==> src/rtl/win_regs_pkg.sv <==
package win_regs_pkg;
  localparam int unsigned REG_W   = 32;
  localparam int unsigned BASE_W  = 32;
  localparam int unsigned DIM_W   = 13;
  localparam int unsigned COORD_W = 12;
  localparam int unsigned ALPHA_W = 8;
  localparam int unsigned FMT_W   = 4;
  localparam int unsigned KEY_W   = 32;
  localparam int unsigned FLD_W   = 4;
  localparam int unsigned Y_LSB   = 16;
  localparam int unsigned A1_LSB  = 8;
  localparam int unsigned FMT_LSB = 4;

  localparam logic [FLD_W-1:0] F_BASE    = 4'd0;
  localparam logic [FLD_W-1:0] F_WHOLE_W = 4'd1;
  localparam logic [FLD_W-1:0] F_WHOLE_H = 4'd2;
  localparam logic [FLD_W-1:0] F_OFF_X   = 4'd3;
  localparam logic [FLD_W-1:0] F_OFF_Y   = 4'd4;
  localparam logic [FLD_W-1:0] F_TL      = 4'd5;
  localparam logic [FLD_W-1:0] F_BR      = 4'd6;
  localparam logic [FLD_W-1:0] F_ALPHA   = 4'd7;
  localparam logic [FLD_W-1:0] F_CTRL    = 4'd8;
  localparam logic [FLD_W-1:0] F_KEY     = 4'd9;

  localparam logic [FLD_W-1:0] G_PROTECT = 4'd0;
  localparam logic [FLD_W-1:0] G_REQUEST = 4'd1;

  typedef struct packed {
    logic [BASE_W-1:0]  base;
    logic [DIM_W-1:0]   whole_w;
    logic [DIM_W-1:0]   whole_h;
    logic [DIM_W-1:0]   off_x;
    logic [DIM_W-1:0]   off_y;
    logic [COORD_W-1:0] tl_x;
    logic [COORD_W-1:0] tl_y;
    logic [COORD_W-1:0] br_x;
    logic [COORD_W-1:0] br_y;
    logic [ALPHA_W-1:0] alpha0;
    logic [ALPHA_W-1:0] alpha1;
    logic [FMT_W-1:0]   fmt;
    logic               en;
    logic [KEY_W-1:0]   key;
  } win_cfg_t;

  localparam int unsigned CFG_W = $bits(win_cfg_t);

  function automatic win_cfg_t fld_write(win_cfg_t c, logic [FLD_W-1:0] f,
                                         logic [REG_W-1:0] d, logic has_key);
    win_cfg_t r;
    r = c;
    case (f)
      F_BASE:    r.base    = d[BASE_W-1:0];
      F_WHOLE_W: r.whole_w = d[DIM_W-1:0];
      F_WHOLE_H: r.whole_h = d[DIM_W-1:0];
      F_OFF_X:   r.off_x   = d[DIM_W-1:0];
      F_OFF_Y:   r.off_y   = d[DIM_W-1:0];
      F_TL: begin
        r.tl_x = d[COORD_W-1:0];
        r.tl_y = d[Y_LSB +: COORD_W];
      end
      F_BR: begin
        r.br_x = d[COORD_W-1:0];
        r.br_y = d[Y_LSB +: COORD_W];
      end
      F_ALPHA: begin
        r.alpha0 = d[ALPHA_W-1:0];
        r.alpha1 = d[A1_LSB +: ALPHA_W];
      end
      F_CTRL: begin
        r.en  = d[0];
        r.fmt = d[FMT_LSB +: FMT_W];
      end
      F_KEY: if (has_key) r.key = d[KEY_W-1:0];
      default: ;
    endcase
    return r;
  endfunction

  function automatic logic [REG_W-1:0] fld_read(win_cfg_t c, logic [FLD_W-1:0] f);
    logic [REG_W-1:0] r;
    r = '0;
    case (f)
      F_BASE:    r[BASE_W-1:0] = c.base;
      F_WHOLE_W: r[DIM_W-1:0]  = c.whole_w;
      F_WHOLE_H: r[DIM_W-1:0]  = c.whole_h;
      F_OFF_X:   r[DIM_W-1:0]  = c.off_x;
      F_OFF_Y:   r[DIM_W-1:0]  = c.off_y;
      F_TL: begin
        r[COORD_W-1:0]      = c.tl_x;
        r[Y_LSB +: COORD_W] = c.tl_y;
      end
      F_BR: begin
        r[COORD_W-1:0]      = c.br_x;
        r[Y_LSB +: COORD_W] = c.br_y;
      end
      F_ALPHA: begin
        r[ALPHA_W-1:0]       = c.alpha0;
        r[A1_LSB +: ALPHA_W] = c.alpha1;
      end
      F_CTRL: begin
        r[0]                = c.en;
        r[FMT_LSB +: FMT_W] = c.fmt;
      end
      F_KEY:   r[KEY_W-1:0] = c.key;
      default: ;
    endcase
    return r;
  endfunction
endpackage

==> src/rtl/win_slot.sv <==
module win_slot
  import win_regs_pkg::*;
#(
  parameter int unsigned IDX = 0
) (
  input  logic             clk_i,
  input  logic             rst_ni,
  input  logic             wr_en_i,
  input  logic [FLD_W-1:0] fld_i,
  input  logic [REG_W-1:0] wr_data_i,
  input  logic             arm_i,
  input  logic             vsync_i,
  input  logic             protect_i,
  output win_cfg_t         shadow_o,
  output win_cfg_t         live_o,
  output logic             pending_o
);
  localparam logic HAS_KEY = (IDX != 0);

  win_cfg_t shadow_q, live_q;
  logic     pend_q;

  always_ff @(posedge clk_i or negedge rst_ni) begin
    if (!rst_ni) shadow_q <= '0;
    else if (wr_en_i) shadow_q <= fld_write(shadow_q, fld_i, wr_data_i, HAS_KEY);
  end

  // Live copy moves only at vsync, only when armed and not held back
  always_ff @(posedge clk_i or negedge rst_ni) begin
    if (!rst_ni) live_q <= '0;
    else if (vsync_i && pend_q && !protect_i) live_q <= shadow_q;
  end

  // A new request wins over a disarm in the same cycle
  always_ff @(posedge clk_i or negedge rst_ni) begin
    if (!rst_ni) pend_q <= 1'b0;
    else if (arm_i) pend_q <= 1'b1;
    else if (vsync_i && !protect_i) pend_q <= 1'b0;
  end

  assign shadow_o  = shadow_q;
  assign live_o    = live_q;
  assign pending_o = pend_q;
endmodule

==> src/rtl/win_burst_sel.sv <==
module win_burst_sel #(
  parameter int unsigned WIDTH_W = 13,
  parameter int unsigned MIN_W   = 128
) (
  input  logic [WIDTH_W-1:0] whole_w_i,
  output logic               burst16_o
);
  localparam logic [WIDTH_W-1:0] MIN_V = WIDTH_W'(MIN_W);
  assign burst16_o = (whole_w_i >= MIN_V);
endmodule

==> src/rtl/win_shadow_bank.sv <==
module win_shadow_bank
  import win_regs_pkg::*;
#(
  parameter int unsigned NUM_WIN     = 3,
  parameter int unsigned ADDR_W      = 8,
  parameter int unsigned BURST_MIN_W = 128
) (
  input  logic                     clk_i,
  input  logic                     rst_ni,
  input  logic                     wr_en_i,
  input  logic [ADDR_W-1:0]        wr_addr_i,
  input  logic [REG_W-1:0]         wr_data_i,
  input  logic [ADDR_W-1:0]        rd_addr_i,
  output logic [REG_W-1:0]         rd_data_o,
  input  logic                     vsync_i,
  output logic [NUM_WIN*CFG_W-1:0] live_cfg_o,
  output logic [NUM_WIN-1:0]       burst16_o
);
  localparam int unsigned IDX_W = ADDR_W - FLD_W;
  localparam logic [IDX_W-1:0] GLB_IDX = {IDX_W{1'b1}};

  logic [IDX_W-1:0] wr_idx, rd_idx;
  logic [FLD_W-1:0] wr_fld, rd_fld;
  logic             glb_wr, arm;
  logic [NUM_WIN-1:0] protect_q, pend_q;
  win_cfg_t shadow_q [NUM_WIN];
  win_cfg_t live_q   [NUM_WIN];
  logic [NUM_WIN*CFG_W-1:0] shadow_flat;

  assign wr_idx = wr_addr_i[ADDR_W-1:FLD_W];
  assign wr_fld = wr_addr_i[FLD_W-1:0];
  assign rd_idx = rd_addr_i[ADDR_W-1:FLD_W];
  assign rd_fld = rd_addr_i[FLD_W-1:0];
  assign glb_wr = wr_en_i && (wr_idx == GLB_IDX);
  assign arm    = glb_wr && (wr_fld == G_REQUEST) && wr_data_i[0];

  always_ff @(posedge clk_i or negedge rst_ni) begin
    if (!rst_ni) protect_q <= '0;
    else if (glb_wr && wr_fld == G_PROTECT) protect_q <= wr_data_i[NUM_WIN-1:0];
  end

  for (genvar w = 0; w < NUM_WIN; w++) begin : g_win
    logic win_wr;
    assign win_wr = wr_en_i && (wr_idx == IDX_W'(w));

    win_slot #(.IDX(w)) u_slot (
      .clk_i     (clk_i),
      .rst_ni    (rst_ni),
      .wr_en_i   (win_wr),
      .fld_i     (wr_fld),
      .wr_data_i (wr_data_i),
      .arm_i     (arm),
      .vsync_i   (vsync_i),
      .protect_i (protect_q[w]),
      .shadow_o  (shadow_q[w]),
      .live_o    (live_q[w]),
      .pending_o (pend_q[w])
    );

    win_burst_sel #(.WIDTH_W(DIM_W), .MIN_W(BURST_MIN_W)) u_burst (
      .whole_w_i (live_q[w].whole_w),
      .burst16_o (burst16_o[w])
    );

    assign live_cfg_o[w*CFG_W +: CFG_W]  = live_q[w];
    assign shadow_flat[w*CFG_W +: CFG_W] = shadow_q[w];
  end

  always_comb begin
    rd_data_o = '0;
    if (rd_idx == GLB_IDX) begin
      if (rd_fld == G_PROTECT)      rd_data_o[NUM_WIN-1:0] = protect_q;
      else if (rd_fld == G_REQUEST) rd_data_o[NUM_WIN-1:0] = pend_q;
    end else begin
      for (int w = 0; w < NUM_WIN; w++)
        if (rd_idx == IDX_W'(w)) rd_data_o = fld_read(shadow_q[w], rd_fld);
    end
  end
endmodule

==> config.mk <==
export PLATFORM = sky130hd
export DESIGN_NAME = win_shadow_bank
export DESIGN_NICKNAME = d
export VERILOG_FILES = /design/src/rtl/win_regs_pkg.sv /design/src/rtl/win_slot.sv /design/src/rtl/win_burst_sel.sv /design/src/rtl/win_shadow_bank.sv
export SDC_FILE = /design/constraint.sdc
export NUM_CORES = 1
export LEC_CHECK = 0
export CAP_MARGIN = 25
export CORE_MARGIN = 3
export CORE_UTILIZATION = 40
export DETAILED_ROUTE_END_ITERATION = 10
export PLACE_DENSITY = 0.65
export SYNTH_ARGS = -nofsm -noshare
export SYNTH_HDL_FRONTEND = slang
export SYNTH_HIERARCHICAL = 1
export SYNTH_SLANG_ARGS = --single-unit
==> constraint.sdc <==
create_clock -name clk_i -period 3.2 [get_ports clk_i]
set_input_delay 0.64 -clock clk_i [delete_from_list [all_inputs] [get_ports clk_i]]
set_output_delay 0.64 -clock clk_i [all_outputs]
set_load 0.01 [all_outputs]
---- Word-level counts from Yosys, hierarchy flattened ----
Cells that the tools add are included.
W data, S select, Z words.
storage, ports and cells
  flip-flop bits (word level) ............. 1052
  latch bits .............................. 0
  bits in writable memories ............... 0
  bits in read-only memories .............. 0
  input bits .............................. 52
  output and inout port bits .............. 590
  word-level logic and storage cells ...... 205
  memories kept ........................... 0
cells by class
  add/sub/neg operators ................... 0
  $mul .................................... 0
  divide/modulo/power cells ............... 0
  magnitude comparators ................... 3
  equal/unequal tests ..................... 24
  shifts and indexed selects .............. 0
  mux-type cells .......................... 37
  bitwise operators ....................... 0
  reductions and logical operators ........ 55
operators with widths
  kind                   number
  $pmux W4 S9            3
  $mux W32               3
  $pmux W12 S4           2
  $pmux W4 S10           2
  $reduce_and A2 Y1      29
  $pmux W3 S9            2
  $ge A13 B8 Y1 const B  3
  $pmux W12 S3           1
  $eq A4 B3 Y1 const B   8
  $pmux W4 S8            1
  $mux W29               1
  $eq A4 B2 Y1 const B   6
  $eq A4 B4 Y1 const B   6
  $pmux W3 S8            1
  $pmux W1 S10           2
  $pmux W3 S3            2
  $eq A4 B1 Y1 const B   4
  $logic_and A1 B1 Y1    16
  $logic_not A4 Y1       4
  $pmux W4 S2            2
  $pmux W1 S7            2
  $mux W3                3
  $pmux W1 S9            1
  $mux W1                6
  5 further kinds        9

---- Longest topological paths before layout ----
Gate-level depths: netlist of the first run.
  depth in word-level cells ............... 6
  depth in mapped cells ................... 10
  mapped depth without buffers ............ 6

---- By module ----
Netlist of the first run, hierarchy kept.
by module, submodules not included
  module                          times used  cells each  area each (um^2)  sequential area each (um^2)
  win_slot (g_win[1].u_slot ...)  2           804         13845.8           9283.9
  win_slot (g_win[0].u_slot)      1           725         11954.0           7682.4
  win_shadow_bank                 1           667         4703.3            75.1
  win_burst_sel                   3           3           13.8              0.0

---- Worst setup path before layout of the first run ----
OpenSTA, ideal clock, no wires.
  path type ............................... input -> output
  from .................................... input rd_addr_i[0]
  to ...................................... output rd_data_o[11]
  data arrival time ....................... 2198 ps
  data required time ...................... 2560 ps
  path slack .............................. 362 ps
  stages .................................. 8
  path buffers ............................ 4
  cell sequence ........................... buf_2 buf_6 buf_6 buf_4 nand2_1 a21oi_1 o21ai_1 nor4b_1
between the ends
  word-level cells in the longest chain between the ends .. 6
  elaborated cells on any way between the ends .. 16
  those cells by class .................... 8 x eq/ne; 7 x mux; 1 x reduce/logical
RTL lines
  item                                  line                   source
  from (decl)                           win_shadow_bank.sv:13  input logic [ADDR_W-1:0] rd_addr_i,
  $eq A4 B3 Y1 (tied with other cells)  win_regs_pkg.sv:82     case (f)
  $pmux W4 S8                           win_regs_pkg.sv:82
  $mux W32 (2 in a row)                 win_shadow_bank.sv:76  if (rd_idx == IDX_W'(w)) rd_data_o = fld_read(shadow_q[w], rd_fld);
  $mux W32 *                            win_shadow_bank.sv:76
  $mux W29 *                            win_shadow_bank.sv:71  if (rd_idx == GLB_IDX) begin
  to (decl)                             win_shadow_bank.sv:14  output logic [REG_W-1:0] rd_data_o,
Every way passes the cells marked *; elsewhere a longest branch is shown, timed or not.

---- Final worst setup path of the first run ----
  from .................................... input rd_addr_i[6]
  to ...................................... output rd_data_o[6]
between the ends
  word-level cells in the longest chain between the ends .. 5
  elaborated cells on any way between the ends .. 8
  those cells by class .................... 3 x eq/ne; 4 x mux; 1 x reduce/logical
RTL lines
  item                   line
  $logic_not A4 Y1       win_shadow_bank.sv:76
  $mux W32 (3 in a row)  win_shadow_bank.sv:76
  $mux W29 *             win_shadow_bank.sv:71
Marks and branches as above.

==> results of run 1 <==
-- report_power, final --
group / internal, mW / leakage, nW / switching [mW]
Combinational: 0.824 / 12.5 / 1.11
Clock: 7.60 / 1.86 / 5.56
Sequential: 13.6 / 14.6 / 0.439
Total: 22.1 / 29.0 / 7.11
-- per-stage QoR --
stage | hold WS, ps | instances | power [mW] | setup TNS, ps | utilization
after floorplan | 344 | 3072 | 14.8 | 0 | -
after global placement | 484 | 5253 | 16.0 | -22660 | 0.499
after detailed placement | 493 | 5254 | 16.0 | -22250 | 0.499
after CTS | 493 | 5504 | 29.3 | -830 | 0.544
after global routing | 512 | 5514 | 30.1 | -223 | 0.549
final | 495 | 5520 | 29.2 | -65.5 | 0.549
-- state kept, by name (all words and copies together), names as in the netlist --
register and cells:
g_win.u_slot/pending_o 3, g_win.u_slot/shadow_o 523, protect_q 3, g_win.u_slot/live_o 523
-- routing by layer --
metal,vias to the layer above,GRT usage
met3,301,0.0656
met5,-,0
met2,1422,0.433
met1,16600,0.399
met4,2,0.117
li1,12900,-
-- cell usage after synthesis, drive strengths merged, types with 9 or more instances --
cell / n / area share
mux2: 1065 / 0.27
nand2: 50 / 0.0042
nor2b: 12 / 0.0017
a221oi: 40 / 0.0080
a211oi: 10 / 0.0017
a21oi: 47 / 0.0053
clkbuf: 30 / 0.0025
nor4: 9 / 0.0014
a222oi: 9 / 0.0020
o21ai: 34 / 0.0038
nor3b: 12 / 0.0032
o22ai: 22 / 0.0031
nor3: 15 / 0.0018
nor2: 46 / 0.0042
dfrtp: 1052 / 0.59
nand2b: 10 / 0.0014
a22oi: 105 / 0.018
a22o: 28 / 0.0055
nand3: 13 / 0.0015
nand3b: 17 / 0.0037
mux2i: 39 / 0.0088
buf: 232 / 0.031
-- area by class of cell --
class / count / area share
well taps: 1476 / 0.0307
repair buffers: 1019 / 0.173
multi-input cells: 1754 / 0.295
clock inverters: 52 / 0.00883
inverters: 4 / 0.000291
diodes: 8 / 0.000333
clock buffers: 155 / 0.0535
flip-flops and latches: 1052 / 0.438
-- final timing paths --
| kind | slack (ps) | cells past startpoint | end |
|---|---|---|---|
| max | -30 | 10 | rd_data_o[6] |
| min | 500 | 2 | g_win[1].u_slot/shadow_o[173] |
| max reg2reg | 1390 | 3 | g_win[2].u_slot/live_o[28] |
| min reg2reg | 500 | 1 | g_win[0].u_slot/live_o[59] |
| max in group asynchronous | 1590 | 3 | g_win[2].u_slot/live_o[136] |
| min in group clk_i | 500 | 1 | g_win[0].u_slot/live_o[59] |
-- kinds of logic (layout without fill, tap and decap cells) --
family                 after synthesis  after routing  synth area share
multiplexers                      1107           1107             0.283
flip-flops                        1052           1052             0.593
AO/OA/AOI/OAI                      362            362            0.0605
buffers and inverters              266           1230            0.0342
AND/OR/NAND/NOR                    221            221            0.0291
other                                1             72         0.0000845
-- repair_timing --
action | 4_1_cts | 5_1_grt
gates resized for setup | 265 | 113
pin swaps | 60 | 40
endpoints found under the setup margin | 32 | 26
cloned | 7 | 3
hold buffers | 1 | 0
setup buffers | 38 | 15
endpoints found under the hold margin | 31 | 0
-- worst register-to-register path, delay by kind of cell (launching register included) --
| family | cells | cell delay (ps) |
|---|---|---|
| muxes | 1 | 470 |
| buffers and inverters | 1 | 420 |
| and+or+nand+nor | 1 | 410 |
| DFF | 1 | 380 |
==> metrics.md, run 1 <==
| Metric | Value |
|---|---|
| Status | complete, but fails checks |
| Failing checks | setup timing |
| Post-route DRC violation count | 0 |
| Hold Violations, Final | 0 |
| Crit path launch | rd_addr_i[6] |
| Most common cell after layout, fill and taps aside | dfrtp_1 |
| Die boundary width | 339 µm |
| CP required | 2560 ps |
| Max-slew violations | 0 |
| Peak Freq | 0.310 GHz |
| I/O pin cnt | 642 |
| Post-route ant nets | 0 |
| Worst Tran Pin Value | 965 ps |
| Via count | 31200 |
| Clock Tree Root | clkbuf_16 |
| Num CTS Buffers | 110 |
| Routed length on met1 | 71800 µm |
| Largest stage delay, worst path | 280 ps |
| CTS sink cnt | 1052 |
| Synth async-reset ratio | 1.00 |
| CTS tree | built |
| Fillers | 9053 |
| Worst path arrival time | 2590 ps |
| Synthesis-to-layout area growth | 35.4% |
| Tot GR Track Use | 0.287 |
| Htree depth | 3 |
| Die area | 115000 µm² |
| Top Layer Used | met5 |
| Global-route wire length before repair | 238000 µm |
| Total Routed Length | 169000 µm |
| Area of the multi-input gates | 17700 µm² |
| Placed cell area | 54600 µm² |
| Period utilisation layout | 1.01 |
| Cell Area, Synth | 44400 µm² |
| Routed vias/inst | 5.66 |
| Bufs on Longest Clock Path | 3 |
| FP Rows | 121 |
| Endpoints failing setup | 4 |
| Met2 Routed Length | 75500 µm |
| Critical path's top delay family | simple AND/OR/NAND/NOR gates |
| Final min period | 3230 ps |
| R2R Path Start | protect_q[2] |
| Hold Crit Class | input port to asynchronous set/reset pin |
| Seq cells post-synth | 1052 |
| Drt wl/cell | 30.7 µm |
| PwrDens | 485 nW/µm² |
| Peak fanout along the critical path | 5 |
| Slowest cell on the critical path | a221o_1 |
| Largest net degree at the start of global routing | 120 |
| CP most frequent cell | buf_2 |
| Pleak | 29.0 nW |
| Post-place setup slack | -1080 ps |
| Seq/Total Area, Yosys | 0.593 |
| Yosys warning count | 6 |
| Worst vdd ir | 0.000392 V |
| Share of post-route cells with drive strength above 1 | 0.465 |
| Clk_lat worst skew | 700 ps |
| RSZ-0062 raised after global routing | yes |
| Distinct cells, synth | 72 |
| Port buffer count | 609 |
| Vias in the first global route | 31200 |
| Die height | 339 µm |
| Commonest cells after routing, fill and taps aside | 1045 x dfrtp_1, 1032 x mux2_2, 568 x clkdlybuf4s50_1 |
| Register area | 26300 µm² |
| Met3 WL | 14400 µm |
| DR iter-0 viols | 2918 |
| Avg Cell Area, Syn | 14.8 µm² |
| Final-stage net count | 3993 |
| CTS clk-pin slew, worst paths | 60 ps |
| Relative slew slack | 0.355 |
| CP Class | input port to primary output |
| Initial antenna violation count | 11 |
| Global route overflow | 0 |
| Final HPWL DP | 124000 µm |
| CP cell instances | buf_2 -> buf_4 -> nor2_4 -> nand3b_1 -> buf_6 -> a221o_1 -> a21oi_2 -> nand4_1 -> nor4bb_4 -> buf_2 |
| Mapped Cells | 3009 |
| Setup Skew | 16.6 ps |
| Area of the core | 109000 µm² |
| Design area | 60100 µm² |
| Initial Util | 0.406 |
| Number of flops mapped to enable cells by yosys | 0 |
| Critical Path Source Type | input port |
| Prevailing post-synth register cell | dfrtp_1 |
| WP buf/inv | 4 |
| MaxCap Viol Count | 0 |
| CP endpoint kind | primary output |
| DR pass1 iterations | 6 |
| RePlAce Congestion | 0.985 |
| PnR worst setup slack | -30.1 ps |
No activity file was read; power rests on OpenSTA's default activity.
==> run 2, diff against run 1 <==
Settings changed: CORE_MARGIN 3 to 2.
==> run 2 against run 1 <==
The flow still finishes with violations (setup timing). Combinational power barely moved. Wire length down 1.2%. Register-to-register slack improved by 30 ps. Worst setup slack got worse by 52 ps. First-iteration DRC count decreased by 9.4%. Hold slack improved by 4.1 ps. Cell count rose by 0.27%. Sequential share of layout area about the same. Critical path depth unchanged. Sequential power about the same. Highest routed layer unchanged.
==> metrics.md, run 2 (synthesized netlist as in run 1, its figures left out) <==
| Metric | Value |
|---|---|
| Slowest cell on the critical path | nor4bb_4 |
| I/O pin cnt | 642 (unchanged) |
| Endpoints failing setup | 6 (+2) |
| CTS sink cnt | 1052 (unchanged) |
| Synthesis-to-layout area growth | 35.5% (about the same) |
| CP required | 2560 ps (about the same) |
| Clk_lat worst skew | 720 ps (+20 ps) |
| Grt met1 use | 0.403 (+0.00367) |
| Die area | 114000 µm² (-1.2%) |
| Tot GR Track Use | 0.290 (+0.00293) |
| CTS clk-pin slew, worst paths | 50 ps (about the same) |
| PnR worst setup slack | -82.2 ps (-52.1 ps) |
| RePlAce Congestion | 1.00 (+1.9%) |
| Initial Util | 0.402 (-0.00332) |
| Port buffer count | 609 (unchanged) |
| Area of the core | 110000 µm² (+0.83%) |
| Post-route DRC violation count | 0 (unchanged) |
| GR peak layer | met2 |
| Global route overflow | 0 (unchanged) |
| Largest stage delay, worst path | 440 ps (+160 ps) |
| Most common cell after layout, fill and taps aside | dfrtp_1 |
| DR pass1 iterations | 9 (+3) |
| Share of post-route cells with drive strength above 1 | 0.468 (+0.00353) |
| Dpl cells | 5274 (+0.38%) |
| Status | complete, but fails checks |
| Vias in the first global route | 31200 (+0.093%) |
| Setup Skew | 30.5 ps (+13.9 ps) |
| Via count | 31400 (+0.44%) |
| Max-slew violations | 0 (unchanged) |
| Worst Tran Pin Value | 756 ps (-209 ps) |
| Period utilisation layout | 1.03 (+0.0163) |
| Clock Tree Root | clkbuf_16 |
| MaxCap Viol Count | 0 (unchanged) |
| Placed cell area | 54700 µm² (about the same) |
| Global-route wire length before repair | 235000 µm (-1.5%) |
| WP buf/inv | 5 (+1) |
| Worst vdd ir | 0.000421 V (+7.5%) |
| PwrDens | 479 nW/µm² (-1.4%) |
| Pleak | 28.9 nW (about the same) |
| Worst path arrival time | 2640 ps (+50 ps) |
| DR iter-0 viols | 2643 (-9.4%) |
| Final-stage net count | 4021 (+0.70%) |
| Die boundary width | 337 µm (-0.59%) |
| Peak Freq | 0.305 GHz (-1.6%) |
| CP most frequent cell | buf_4 |
| RSZ-0062 raised after global routing | yes |
| Post-Layout Cell Count | 5535 (+0.27%) |
| Failing checks | setup timing |
| Relative slew slack | 0.494 (+0.139) |
| Initial antenna violation count | 6 (-5) |
| Pwr Total | 28.8 mW (-1.3%) |
| CTS tree | built |
| Num CTS Buffers | 110 (unchanged) |
| Peak fanout along the critical path | 6 (+1) |
| CP Class | input port to primary output |
| Grt met3 use | 0.0605 (-0.00513) |
| Post-route ant nets | 0 (unchanged) |
| Hold Crit Class | input port to asynchronous set/reset pin |
| Die height | 337 µm (-0.59%) |
| Total Routed Length | 167000 µm (-1.2%) |
| Final min period | 3280 ps (+52.1 ps) |
| Htree depth | 3 (unchanged) |
| Critical Path Source Type | input port |
| FP Rows | 122 (+0.83%) |
| Met2 usage | 0.440 (+0.00666) |
| Largest net degree at the start of global routing | 111 (-7.5%) |
| Design area | 60100 µm² (about the same) |
| Hold Violations, Final | 0 (unchanged) |
| Final HPWL DP | 123000 µm (-0.64%) |
| Critical path's top delay family | simple AND/OR/NAND/NOR gates |
| CP cell instances | buf_16 -> buf_4 -> nor3b_2 -> and2_4 -> buf_4 -> buf_12 -> a22oi_1 -> nand4_1 -> nor4bb_4 -> buf_2 |
| Drt wl/cell | 30.2 µm (-1.5%) |
| Setup TNS | -122 ps (-56.2 ps) |
| Commonest cells after routing, fill and taps aside | 1047 x dfrtp_1, 1033 x mux2_2, 568 x clkdlybuf4s50_1 |
| Post-place setup slack | -1030 ps (+49.9 ps) |
| Bufs on Longest Clock Path | 3 (unchanged) |
| Routed vias/inst | 5.67 (+0.17%) |
| CP endpoint kind | primary output |
[run 2: worst reg2reg max path, delay by kind of cell, from the launching register on]
| kind | cells | cell delay (ps) |
|---|---|---|
| flops | 1 | 400 |
| mux | 1 | 610 |
| simple gates | 1 | 220 |
| buf+inv | 1 | 430 |
[run 2: metal layers]
metal	vias to the layer above	wire, µm
met4	2	8050
met5	-	7
met1	16600	70200
met2	1537	75000
li1	12900	-
met3	330	13900
[run 2: final timing paths]
path | endpoint | start | slack, ps | cells past startpoint
worst min-delay path | g_win[2].u_slot/live_o[151] | rst_ni | 500 | 2
worst max-delay path | rd_data_o[6] | rd_addr_i[2] | -80 | 10
max in group asynchronous | g_win[0].u_slot/shadow_o[143] | rst_ni | 1600 | 4
worst max register to register | g_win[2].u_slot/live_o[19] | g_win[2].u_slot/pending_o | 1420 | 3
worst min register to register | g_win[1].u_slot/live_o[146] | g_win[1].u_slot/live_o[146] | 500 | 1
min in group clk_i | g_win[1].u_slot/live_o[146] | g_win[1].u_slot/live_o[146] | 500 | 1
[run 2: cell type report]
class                   instances  area [µm²]
diodes                          3        7.51
clock buffers                 154        3150
clock inverters                33         398
fillers                      9178       50200
inverters                       4        15.0
multi-input cells            1754       17900
flip-flops and latches       1052       26300
well taps                    1488        1860
repair buffers               1047       10500
[run 2: report_power, final]
part | switching (mW) | total (mW) | internal (mW)
Clock | 5.43 | 12.7 | 7.32
Combinational | 1.12 | 1.96 | 0.842
Sequential | 0.438 | 14.1 | 13.6
[run 2: per-stage QoR]
step	hold WS (ps)	utilization
finish	499	0.545
global placement	483	0.495
detailed placement	492	0.495
global route	513	0.545
CTS	488	0.540
floorplan	344	-
[run 2: timing repair]
item | in CTS | in global routing
hold buffers | 1 | 0
endpoints found under the hold margin | 38 | 0
gates resized for setup | 291 | 117
buffers inserted | 65 | 9
cloned | 5 | 1
pin swaps | 52 | 67
endpoints found under the setup margin | 32 | 23
==> run 3, diff against run 2 <==
Settings changed: CORE_UTILIZATION 40 to 38, PLACE_DENSITY 0.65 to 0.62.
==> run 3 against run 2 <==
The run still ends with setup timing left. Design area down 0.33%. Die area rose by 5.2%. Sequential cell count unchanged. Via count is 0.72% lower. Largest power group unchanged. Highest routed layer unchanged.
==> metrics.md, run 3 (synthesized netlist as in run 1, its figures left out) <==
| Metric | Value |
|---|---|
| RSZ-0062 raised after global routing | yes |
| Hold Violations, Final | 0 (unchanged) |
| WP buf/inv | 6 (+1) |
| Endpoints failing setup | 4 (-2) |
| Placed cell area | 54800 µm² (+0.15%) |
| Die area | 120000 µm² (+5.2%) |
| Setup Skew | 29.2 ps (-1.29 ps) |
| Peak Freq | 0.299 GHz (-1.9%) |
| CTS sink cnt | 1052 (unchanged) |
| PwrDens | 489 nW/µm² (+2.1%) |
| CP cell instances | buf_16 -> buf_8 -> and4bb_2 -> buf_12 -> buf_6 -> o2bb2ai_2 -> a221oi_2 -> buf_4 -> o211ai_1 -> o311ai_2 -> o21ai_2 -> buf_2 |
| CP Class | input port to primary output |
| DR iter-0 viols | 2965 (+12%) |
| Synthesis-to-layout area growth | 35.0% |
| Final HPWL DP | 127000 µm (+3.1%) |
| DR pass1 iterations | 8 (-1) |
| Util after Layout | 0.516 (-0.0284) |
| Pwr Total | 29.3 mW (+1.7%) |
| Die height | 346 µm (+2.6%) |
| Clk_lat worst skew | 720 ps (about the same) |
| Post-route ant nets | 0 (unchanged) |
| Max-slew violations | 0 (unchanged) |
| Die boundary width | 346 µm (+2.6%) |
| Most common cell after layout, fill and taps aside | dfrtp_1 |
| CTS clk-pin slew, worst paths | 60 ps (about the same) |
| Initial antenna violation count | 14 (+8) |
| Critical path's top delay family | compound AO/OA/AOI/OAI gates |
| Routed vias/inst | 5.60 (-1.1%) |
| PnR worst setup slack | -145 ps (-63.1 ps) |
| RePlAce Congestion | 0.971 (-3.2%) |
| Post-place setup slack | -1060 ps (-31.7 ps) |
| Design area | 59900 µm² (-0.33%) |
| Via count | 31100 (-0.72%) |
| Largest net degree at the start of global routing | 97 (-13%) |
| Grt met3 use | 0.0686 (+0.00812) |
| FP Rows | 125 (+2.5%) |
| CTS tree | built |
| Worst path arrival time | 2710 ps (+70 ps) |
| Global-route wire length before repair | 241000 µm (+2.7%) |
| Final min period | 3350 ps (+63.1 ps) |
| Post-route DRC violation count | 0 (unchanged) |
| Largest stage delay, worst path | 260 ps (-180 ps) |
| Status | complete, but fails checks |
| CP endpoint kind | primary output |
| Bufs on Longest Clock Path | 3 (unchanged) |
| Pleak | 28.8 nW (-0.40%) |
| Drt wl/cell | 30.7 µm (+1.6%) |
| I/O pin cnt | 642 (unchanged) |
| Period utilisation layout | 1.05 (+0.0197) |
| Tot GR Track Use | 0.279 (-0.0103) |
| MaxCap Viol Count | 0 (unchanged) |
| Num CTS Buffers | 112 (+1.8%) |
| Commonest cells after routing, fill and taps aside | 1045 x dfrtp_1, 1032 x mux2_2, 568 x clkdlybuf4s50_1 |
| Htree depth | 3 (unchanged) |
| Global route overflow | 0 (unchanged) |
| Worst vdd ir | 0.000443 V (+5.1%) |
| Relative slew slack | 0.454 (-0.0406) |
| Worst Tran Pin Value | 817 ps (+60.7 ps) |
| Share of post-route cells with drive strength above 1 | 0.457 (-0.0114) |
| Clock Tree Root | clkbuf_16 |
| Met2 usage | 0.419 (-0.0208) |
| Critical Path Source Type | input port |
| Grt met1 use | 0.387 (-0.0159) |
| Peak fanout along the critical path | 7 (+1) |
| Slowest cell on the critical path | and4bb_2 |
| Failing checks | setup timing |
| Total Routed Length | 171000 µm (+2.0%) |
| CP required | 2560 ps (about the same) |
| Port buffer count | 609 (unchanged) |
| Hold Crit Class | input port to asynchronous set/reset pin |
| Final-stage net count | 3987 (-0.85%) |
| GR peak layer | met2 |
| Vias in the first global route | 31300 (+0.23%) |
| Initial Util | 0.383 (-0.0197) |
| Area of the core | 116000 µm² (+5.2%) |
run 3: cell types whose count changed in the layout (fill, tap and decap cells not counted), sizes merged:
cell | previous run | this run
diode | 3 | 10
buf | 465 | 424
bufbuf | 2 | 0
inv | 10 | 7
clkbuf | 157 | 185
clkinv | 15 | 18
dlygate4sd2 | 6 | 1
clkinvlp | 6 | 3
bufinv | 6 | 7
run 3: repair_timing:
item,in CTS,in global routing
endpoints found under the hold margin,34,0
hold buffers,1,0
pin swaps,46,44
cloned,2,9
resized for setup,276,92
setup buffers,28,5
endpoints found under the setup margin,32,31
run 3: power breakdown:
part           switching [mW]  total, mW  internal [mW]
Sequential              0.438       14.1           13.6
Clock                    5.45       13.3           7.83
Combinational            1.10       1.93          0.828
Total                    6.99       29.3           22.3
run 3: layer usage:
layer	vias up	wire length [µm]
li1	12900	-
met1	16500	72500
met2	1390	75500
met3	296	15000
met4	8	7520
met5	-	57
run 3: area by class of cell:
| cell class | count | area (µm²) |
|---|---|---|
| Fill cell | 9969 | 56100 |
| Sequential cell | 1052 | 26300 |
| Multi-Input combinational cell | 1754 | 17600 |
| Timing Repair Buffer | 1011 | 10300 |
| Clock buffer | 170 | 3400 |
| Tap cell | 1524 | 1910 |
| Clock inverter | 31 | 349 |
| Antenna cell | 10 | 25.0 |
| Inverter | 4 | 15.0 |
run 3: final timing paths:
kind | start | endpoint | slack [ps] | cells after the start
setup / recovery | rd_addr_i[2] | rd_data_o[1] | -150 | 12
max in group asynchronous | rst_ni | g_win[1].u_slot/shadow_o[102] | 1770 | 4
setup reg to reg | protect_q[2] | g_win[2].u_slot/live_o[121] | 1460 | 4
min in group clk_i | g_win[1].u_slot/live_o[16] | g_win[1].u_slot/live_o[16] | 500 | 1
hold / removal | rst_ni | g_win[2].u_slot/shadow_o[138] | 470 | 2
hold reg to reg | g_win[1].u_slot/live_o[16] | g_win[1].u_slot/live_o[16] | 500 | 1
run 3: metrics by stage:
stage	hold slack, ps	instances	TNS [ps]
detailed placement	492	5307	-22100
global placement	488	5307	-21380
finish	472	5556	-204
global route	514	5547	-317
CTS	468	5536	-267
floorplan	344	3072	0
